## src/rtl/tt_pkg.sv

```systemverilog
package tt_pkg;
    localparam int REG_ADDR_W = 5;

    localparam logic [REG_ADDR_W-1:0] OFF_MODE   = 5'h00;
    localparam logic [REG_ADDR_W-1:0] OFF_ALARM  = 5'h04;
    localparam logic [REG_ADDR_W-1:0] OFF_VALUE  = 5'h08;
    localparam logic [REG_ADDR_W-1:0] OFF_STATUS = 5'h0C;
    localparam logic [REG_ADDR_W-1:0] OFF_MODSEL = 5'h10;

    localparam int B_ALM_IE   = 16;
    localparam int B_INC_IE   = 17;
    localparam int B_RESTART  = 18;
    localparam int B_DISABLE  = 20;
    localparam int B_MOD_ALM  = 21;
    localparam int B_EVT_ALM  = 22;
    localparam int B_TICK_SEL = 24;

    localparam int SEL_W      = 3;
    localparam int FLAG_SEL_LO = 0;
    localparam int EVT_SEL_LO  = 8;

    typedef struct packed {
        logic modf;
        logic inc;
        logic alm;
    } flags_t;
endpackage

```

## src/rtl/tt_prescaler.sv

```systemverilog
module tt_prescaler #(
    parameter int W = 16
) (
    input  logic         clk,
    input  logic         rst_n,
    input  logic         run,
    input  logic         restart,
    input  logic [W-1:0] reload,
    output logic         roll
);
    logic [W-1:0] presc_d, presc_q;
    logic         at_top;

    always_comb begin
        at_top  = (presc_q == reload - 1'b1);
        roll    = run && !restart && at_top;
        presc_d = presc_q;
        if (restart)
            presc_d = '0;
        else if (run)
            presc_d = at_top ? '0 : presc_q + 1'b1;
    end

    always_ff @(posedge clk or negedge rst_n) begin
        if (!rst_n) presc_q <= '0;
        else        presc_q <= presc_d;
    end

    // after a wrap the prescaler restarts from zero
    p_wrap_zero_r2: assert property (@(posedge clk) disable iff (!rst_n)
        roll |=> (presc_q == '0));

    // a stopped prescaler keeps its phase
    p_presc_hold_r5: assert property (@(posedge clk) disable iff (!rst_n)
        (!run && !restart) |=> $stable(presc_q));
endmodule

```

## src/rtl/tt_moddet.sv

```systemverilog
module tt_moddet #(
    parameter int VAL_W = 32,
    parameter int SHIFT = 0
) (
    input  logic [2:0]       code,
    input  logic [VAL_W-1:0] value,
    output logic             hit
);
    logic [VAL_W-1:0] mask;

    always_comb begin
        for (int i = 0; i < VAL_W; i++)
            mask[i] = (i < (int'(code) + SHIFT));
        hit = (code != 3'd0) && ((value & mask) == '0);
    end
endmodule

```

## src/rtl/prescaled_rt_timer.sv

```systemverilog
module prescaled_rt_timer
    import tt_pkg::*;
#(
    parameter int PRESC_W    = 16,
    parameter int CNT_W      = 32,
    parameter int DATA_W     = 32,
    parameter int FLAG_SHIFT = 5,
    parameter int EVT_SHIFT  = 0
) (
    input  logic                  clk,
    input  logic                  rst_n,
    input  logic                  tick_1hz,
    input  logic                  bus_sel,
    input  logic                  bus_wr,
    input  logic [REG_ADDR_W-1:0] bus_addr,
    input  logic [DATA_W-1:0]     bus_wdata,
    output logic [DATA_W-1:0]     bus_rdata,
    output logic                  irq,
    output logic                  trig_evt
);
    localparam int NDET = 2;

    typedef struct packed {
        logic               tick_sel;
        logic               evt_alm;
        logic               mod_alm;
        logic               dis;
        logic               inc_ie;
        logic               alm_ie;
        logic [PRESC_W-1:0] reload;
        logic [SEL_W-1:0]   flag_sel;
        logic [SEL_W-1:0]   evt_sel;
        logic [CNT_W-1:0]   alarm;
        logic [CNT_W-1:0]   cnt;
        flags_t             flags;
        logic               trig;
    } state_t;

    state_t st_d, st_q;

    logic             wr_mode, wr_alarm, wr_modsel, rd_status, restart;
    logic             run_presc, roll, step;
    logic [CNT_W-1:0] cnt_next;
    flags_t           set_now;
    logic [NDET-1:0]  det_hit;
    logic [SEL_W-1:0] det_code [NDET];

    assign det_code[0] = st_q.flag_sel;
    assign det_code[1] = st_q.evt_sel;

    always_comb begin
        wr_mode   = bus_sel && bus_wr  && (bus_addr == OFF_MODE);
        wr_alarm  = bus_sel && bus_wr  && (bus_addr == OFF_ALARM);
        wr_modsel = bus_sel && bus_wr  && (bus_addr == OFF_MODSEL);
        rd_status = bus_sel && !bus_wr && (bus_addr == OFF_STATUS);
        restart   = wr_mode && bus_wdata[B_RESTART];
        run_presc = !st_q.dis && !st_q.tick_sel;
    end

    tt_prescaler #(.W(PRESC_W)) u_presc (
        .clk     (clk),
        .rst_n   (rst_n),
        .run     (run_presc),
        .restart (restart),
        .reload  (st_q.reload),
        .roll    (roll)
    );

    always_comb begin
        step     = !st_q.dis && !restart && (st_q.tick_sel ? tick_1hz : roll);
        cnt_next = st_q.cnt + 1'b1;
    end

    for (genvar g = 0; g < NDET; g++) begin : g_det
        tt_moddet #(
            .VAL_W (CNT_W),
            .SHIFT ((g == 0) ? FLAG_SHIFT : EVT_SHIFT)
        ) u_det (
            .code  (det_code[g]),
            .value (cnt_next),
            .hit   (det_hit[g])
        );
    end

    always_comb begin
        set_now.inc  = step;
        set_now.modf = step && det_hit[0];
        set_now.alm  = step && ((cnt_next == st_q.alarm)
                             || (st_q.mod_alm && det_hit[0])
                             || (st_q.evt_alm && det_hit[1]));

        st_d = st_q;
        if (wr_mode) begin
            st_d.reload   = bus_wdata[PRESC_W-1:0];
            st_d.alm_ie   = bus_wdata[B_ALM_IE];
            st_d.inc_ie   = bus_wdata[B_INC_IE];
            st_d.dis      = bus_wdata[B_DISABLE];
            st_d.mod_alm  = bus_wdata[B_MOD_ALM];
            st_d.evt_alm  = bus_wdata[B_EVT_ALM];
            st_d.tick_sel = bus_wdata[B_TICK_SEL];
        end
        if (wr_alarm)
            st_d.alarm = bus_wdata[CNT_W-1:0];
        if (wr_modsel) begin
            st_d.flag_sel = bus_wdata[FLAG_SEL_LO +: SEL_W];
            st_d.evt_sel  = bus_wdata[EVT_SEL_LO +: SEL_W];
        end

        if (restart)   st_d.cnt = '0;
        else if (step) st_d.cnt = cnt_next;

        st_d.flags = (rd_status ? flags_t'('0) : st_q.flags) | set_now;
        st_d.trig  = step && det_hit[1];
    end

    always_ff @(posedge clk or negedge rst_n) begin
        if (!rst_n) st_q <= '0;
        else        st_q <= st_d;
    end

    always_comb begin
        bus_rdata = '0;
        case (bus_addr)
            OFF_MODE: begin
                bus_rdata[PRESC_W-1:0] = st_q.reload;
                bus_rdata[B_ALM_IE]    = st_q.alm_ie;
                bus_rdata[B_INC_IE]    = st_q.inc_ie;
                bus_rdata[B_DISABLE]   = st_q.dis;
                bus_rdata[B_MOD_ALM]   = st_q.mod_alm;
                bus_rdata[B_EVT_ALM]   = st_q.evt_alm;
                bus_rdata[B_TICK_SEL]  = st_q.tick_sel;
            end
            OFF_ALARM:  bus_rdata[CNT_W-1:0] = st_q.alarm;
            OFF_VALUE:  bus_rdata[CNT_W-1:0] = st_q.cnt;
            OFF_STATUS: bus_rdata[$bits(flags_t)-1:0] = st_q.flags;
            OFF_MODSEL: begin
                bus_rdata[FLAG_SEL_LO +: SEL_W] = st_q.flag_sel;
                bus_rdata[EVT_SEL_LO +: SEL_W]  = st_q.evt_sel;
            end
            default: bus_rdata = '0;
        endcase
        irq      = (st_q.flags.alm && st_q.alm_ie) || (st_q.flags.inc && st_q.inc_ie);
        trig_evt = st_q.trig;
    end

    // the counter moves only by one step or back to zero
    p_count_step_r2: assert property (@(posedge clk) disable iff (!rst_n)
        (st_q.cnt != $past(st_q.cnt)) |-> ((st_q.cnt == $past(st_q.cnt) + CNT_W'(1)) || (st_q.cnt == '0)));

    // a fresh increment flag comes with a counter step
    p_inc_flag_step_r2: assert property (@(posedge clk) disable iff (!rst_n)
        $rose(st_q.flags.inc) |-> (st_q.cnt == $past(st_q.cnt) + CNT_W'(1)));

    // disabled and not restarted keeps the counter
    p_hold_disabled_r5: assert property (@(posedge clk) disable iff (!rst_n)
        (st_q.dis && !restart) |=> $stable(st_q.cnt));

    // with extra alarm sources off, a new alarm means a compare match
    p_alarm_match_r6: assert property (@(posedge clk) disable iff (!rst_n)
        ($rose(st_q.flags.alm) && !$past(st_q.mod_alm) && !$past(st_q.evt_alm))
        |-> (st_q.cnt == $past(st_q.alarm)));

    // the trigger pulse lasts one cycle
    p_trig_single_r8: assert property (@(posedge clk) disable iff (!rst_n)
        trig_evt |=> !trig_evt);
endmodule

```

## config.mk

```make
export PLATFORM = sky130hd
export DESIGN_NAME = prescaled_rt_timer
export DESIGN_NICKNAME = d
export VERILOG_FILES = /design/src/rtl/tt_pkg.sv /design/src/rtl/tt_prescaler.sv /design/src/rtl/tt_moddet.sv /design/src/rtl/prescaled_rt_timer.sv
export SDC_FILE = /design/constraint.sdc
export NUM_CORES = 1
export LEC_CHECK = 0
export ABC_AREA = 1
export BUFFER_PORTS_ARGS = -buffer_cell sky130_fd_sc_hd__buf_2
export CORE_UTILIZATION = 60
export DETAILED_ROUTE_END_ITERATION = 10
export GPL_TIMING_DRIVEN = 0
export PLACE_DENSITY = 0.81
export SLEW_MARGIN = 20
export SYNTH_ARGS = -nofsm -noshare
export SYNTH_HDL_FRONTEND = slang
export SYNTH_SLANG_ARGS = --single-unit
```

## constraint.sdc

```tcl
create_clock -name clk -period 2.3 [get_ports clk]
set_input_delay 0.23 -clock clk [delete_from_list [all_inputs] [get_ports clk]]
set_output_delay 0.23 -clock clk [all_outputs]
set_load 0.05 [all_outputs]
```

==> key figures <==
Routing
  • Router iterations before antenna repair: 6
  • Detailed-route DRC error count: 0
  • 1st-iter DRT viols: 1044
  • Final WL: between 20 and 30 mm
  • Met1 WL: 9.96 mm
  • Met2 WL: 11.1 mm
  • Via count: 8122
  • Drt wl/cell: 18.3 um
  • Antenna viol nets, final: 0
  • Met3 Wirelength: 3.16 mm
  • Top Layer Used: met4
  • Via/cell ratio: 5.84

Min path
  • HP Class: input port to flop

Run status
  • Failing checks: setup timing
  • Status: complete, but fails checks

Worst setup path
  • WP data arrival: 2700 ps
  • Critical path type: flop to flop
  • Worst Path Required: 2620 ps
  • CP max FO: 7
  • CP Capture Type: flop
  • Critical Path Start Type: flop

Finish
  • Non-Filler Instances: 1390
  • Final Cell Area: just under 9000 um2
  • Layout area overhead: 18.2%
  • Layout cell share with drive strength beyond 1: 15.3%
  • Net count reported at finish: 1265
  • Inserted Diodes: 0

Timing
  • Setup Skew: 13.9 ps
  • Highest clock rate: 419 MHz
  • Actual slew at the worst max-slew pin: approximately 700 ps
  • Pins Over Slew Limit: 0
  • Fin crit share: 104%
  • Final Hold Fails: 0
  • Sum Neg Setup Slack: -155 ps
  • Fin crit period: 2390 ps
  • Unrepaired setup endpoints after global routing: yes
  • Final worst slack: -86.5 ps
  • Final setup viols: 8
  • Slew headroom: between 50% and 60%

Logic synthesis
  • Async SR Flop Fraction: 100%
  • Netlist cell types: 38
  • Most instantiated library cell after synthesis: nand2_1
  • Number of flops mapped to enable cells by yosys: 0
  • #FFs+latches synth: 112
  • Synth top cells by count: 366 x nand2_1, 128 x inv_1, 120 x nor2_1, 112 x dfrtp_1, 100 x nand3_1
  • Area contributors post-synth: dfrtp_1 37%, nand2_1 18%, nand3_1 6.7%, inv_1 6.4%, nor2_1 6.0%
  • Syn Inst Count: 1109
  • Yosys top cell by area: dfrtp_1
  • Mapped Area: 7470 um2
  • Sequential share of the synthesized area: 37.5%
  • Ys Warns: 0
  • Yosys top cell area share: 37.5%
  • Syn Nets: about 1200
  • Syn_area_per_cell: just under 7 um2
  • Dominant synthesized flop cell: dfrtp_1

Floorplan
  • FP Rows: 40
  • Initial core utilization: 62.0%
  • Core ar.: 12100 um2
  • Die ar.: 12900 um2
  • Die height: 114 um
  • Die width: between 100 and 150 um
  • I/O pin count: 76

Global route
  • GRT Overall Usage: 40.5%
  • Congestion Overflow GR: 0
  • Initial antenna violation count: 0
  • First-pass GRT wire length: 39.1 mm
  • Largest net degree at the start of global routing: between 80 and 90
  • Vias in the first global route: about 7500

Placement
  • Dpl cell area: 8090 um2
  • Routability cong.: 1.02
  • Port-buffer cells: 75
  • Dpl hpwl: 18.6 mm
  • Placed Cells: 1353

Clock tree
  • CTS Sinks: 112
  • Clk_lat worst skew: 380 ps
  • Root Buffer: clkbuf_16
  • Htree depth: 3
  • Number of CTS-inserted buffers: 9
  • CTS clk-pin slew, worst paths: 80 ps
  • CTS tree: yes
  • Worst-case clock buffer depth: 2

Flow run
  • Max-cap viol count: 0

Power
  • Pwr dens: 650 nW/um2
  • Peak VDD IR: 0.433 mV
  • Leak: roughly 4.3 nW
metal layers:
layer	vias up	global-route usage, %
li1	3793	-
met1	3727	54.4
met4	0	18.2
met3	101	11.3
met2	501	61.1
met5	-	0
stage by stage:
step                util (%)  hold slack, ps  total power [W]  worst slack [ps]
CTS                     71.4            74.6          0.00560             -2.94
floorplan                  -           -65.6          0.00334              5.06
detailed placement      67.1             136          0.00379              -262
global placement        66.8             456          0.00376              -401
global route            73.3            82.4          0.00598              -186
finish                  73.3            71.7          0.00575             -86.5
power by group:
part	total, W	leakage, nW	switching (W)	internal (W)
Sequential	0.00246	1.40	0.000264	0.00220
Combinational	0.00156	2.73	0.000981	0.000575
Clock	0.00173	0.157	0.000850	0.000881
cell families after synthesis:
kind of cell    after synthesis  synth area share (%)
compound gates              129                  10.0
xor+xnor                     36                  4.69
fa+ha+maj                     6                  1.00
buf+inv                     166                  8.62
flops                       112                  37.5
mux                           3                 0.452
simple gates                657                  37.7
registers in the layout, summed over array words and instances, names as in the netlist:
register         count
trig_evt             1
det_code             6
u_presc.presc_q     16
st_q                89
area by class of cell:
type                    instances  area (um2)
multi-input cells             831        4190
fillers                       987        3220
flip-flops and latches        112        2810
repair buffers                 97         612
inverters                     137         522
clock buffers                   9         225
well taps                     168         210
plain buffers                  29         176
clock inverters                 7        95.1
path summary, 6_finish.rpt:
path | cells past startpoint | from | slack (ps) | to
worst max-delay path | 14 | st_q[6] | -90 | st_q[1]
worst min-delay path | 3 | bus_wdata[1] | 70 | st_q[75]
worst max register to register | 14 | st_q[6] | -90 | st_q[1]
worst min register to register | 2 | st_q[35] | 540 | st_q[35]
max in group asynchronous | 3 | rst_n | 1300 | st_q[63]
min in group asynchronous | 2 | rst_n | 310 | det_code[5]
timing repair:
item                                    CTS  global route
endpoints found under the hold margin    32             0
setup buffers                             7            10
gates cloned                              1             2
hold buffers                              1             0
pin swaps                                 2            14
endpoints found under the setup margin   60            71
resized for setup                        39            35
layout by cell type, fill, tap and decap left out, types with 6 or more instances in the layout:
cell | Yosys | layout
dfrtp_1 | 112 | 110
o21ai_0 | 60 | 56
nand4_1 | 23 | 23
o21ai_1 | 4 | 8
o22ai_1 | 16 | 16
buf_4 | 0 | 17
o221ai_1 | 15 | 13
inv_2 | 8 | 8
nor2_4 | 3 | 11
buf_6 | 2 | 8
a21oi_1 | 25 | 25
nand2_1 | 366 | 363
clkbuf_16 | 0 | 10
nand3b_1 | 6 | 6
clkbuf_2 | 0 | 6
xor2_1 | 24 | 23
nand3_1 | 100 | 97
clkbuf_1 | 19 | 13
xnor2_1 | 9 | 9
nor2_2 | 9 | 7
nor3_1 | 15 | 12
inv_1 | 128 | 127
buf_2 | 5 | 70
nor2_1 | 120 | 114
critical path: stages (launching register included):
cell	delay, ps
dfrtp_1	510
nand3_1	210
nor2_1	300
nand3_1	120
nand2_1	100
nand2_1	170
nand2_1	100
nand3_1	90
nor2_1	190
nand3_2	170
nor2_1	130
nor2_1	50
nand2_1	70
nand2_1	50
nand2_1	60
Note: power is estimated with default switching activity, not from simulation.
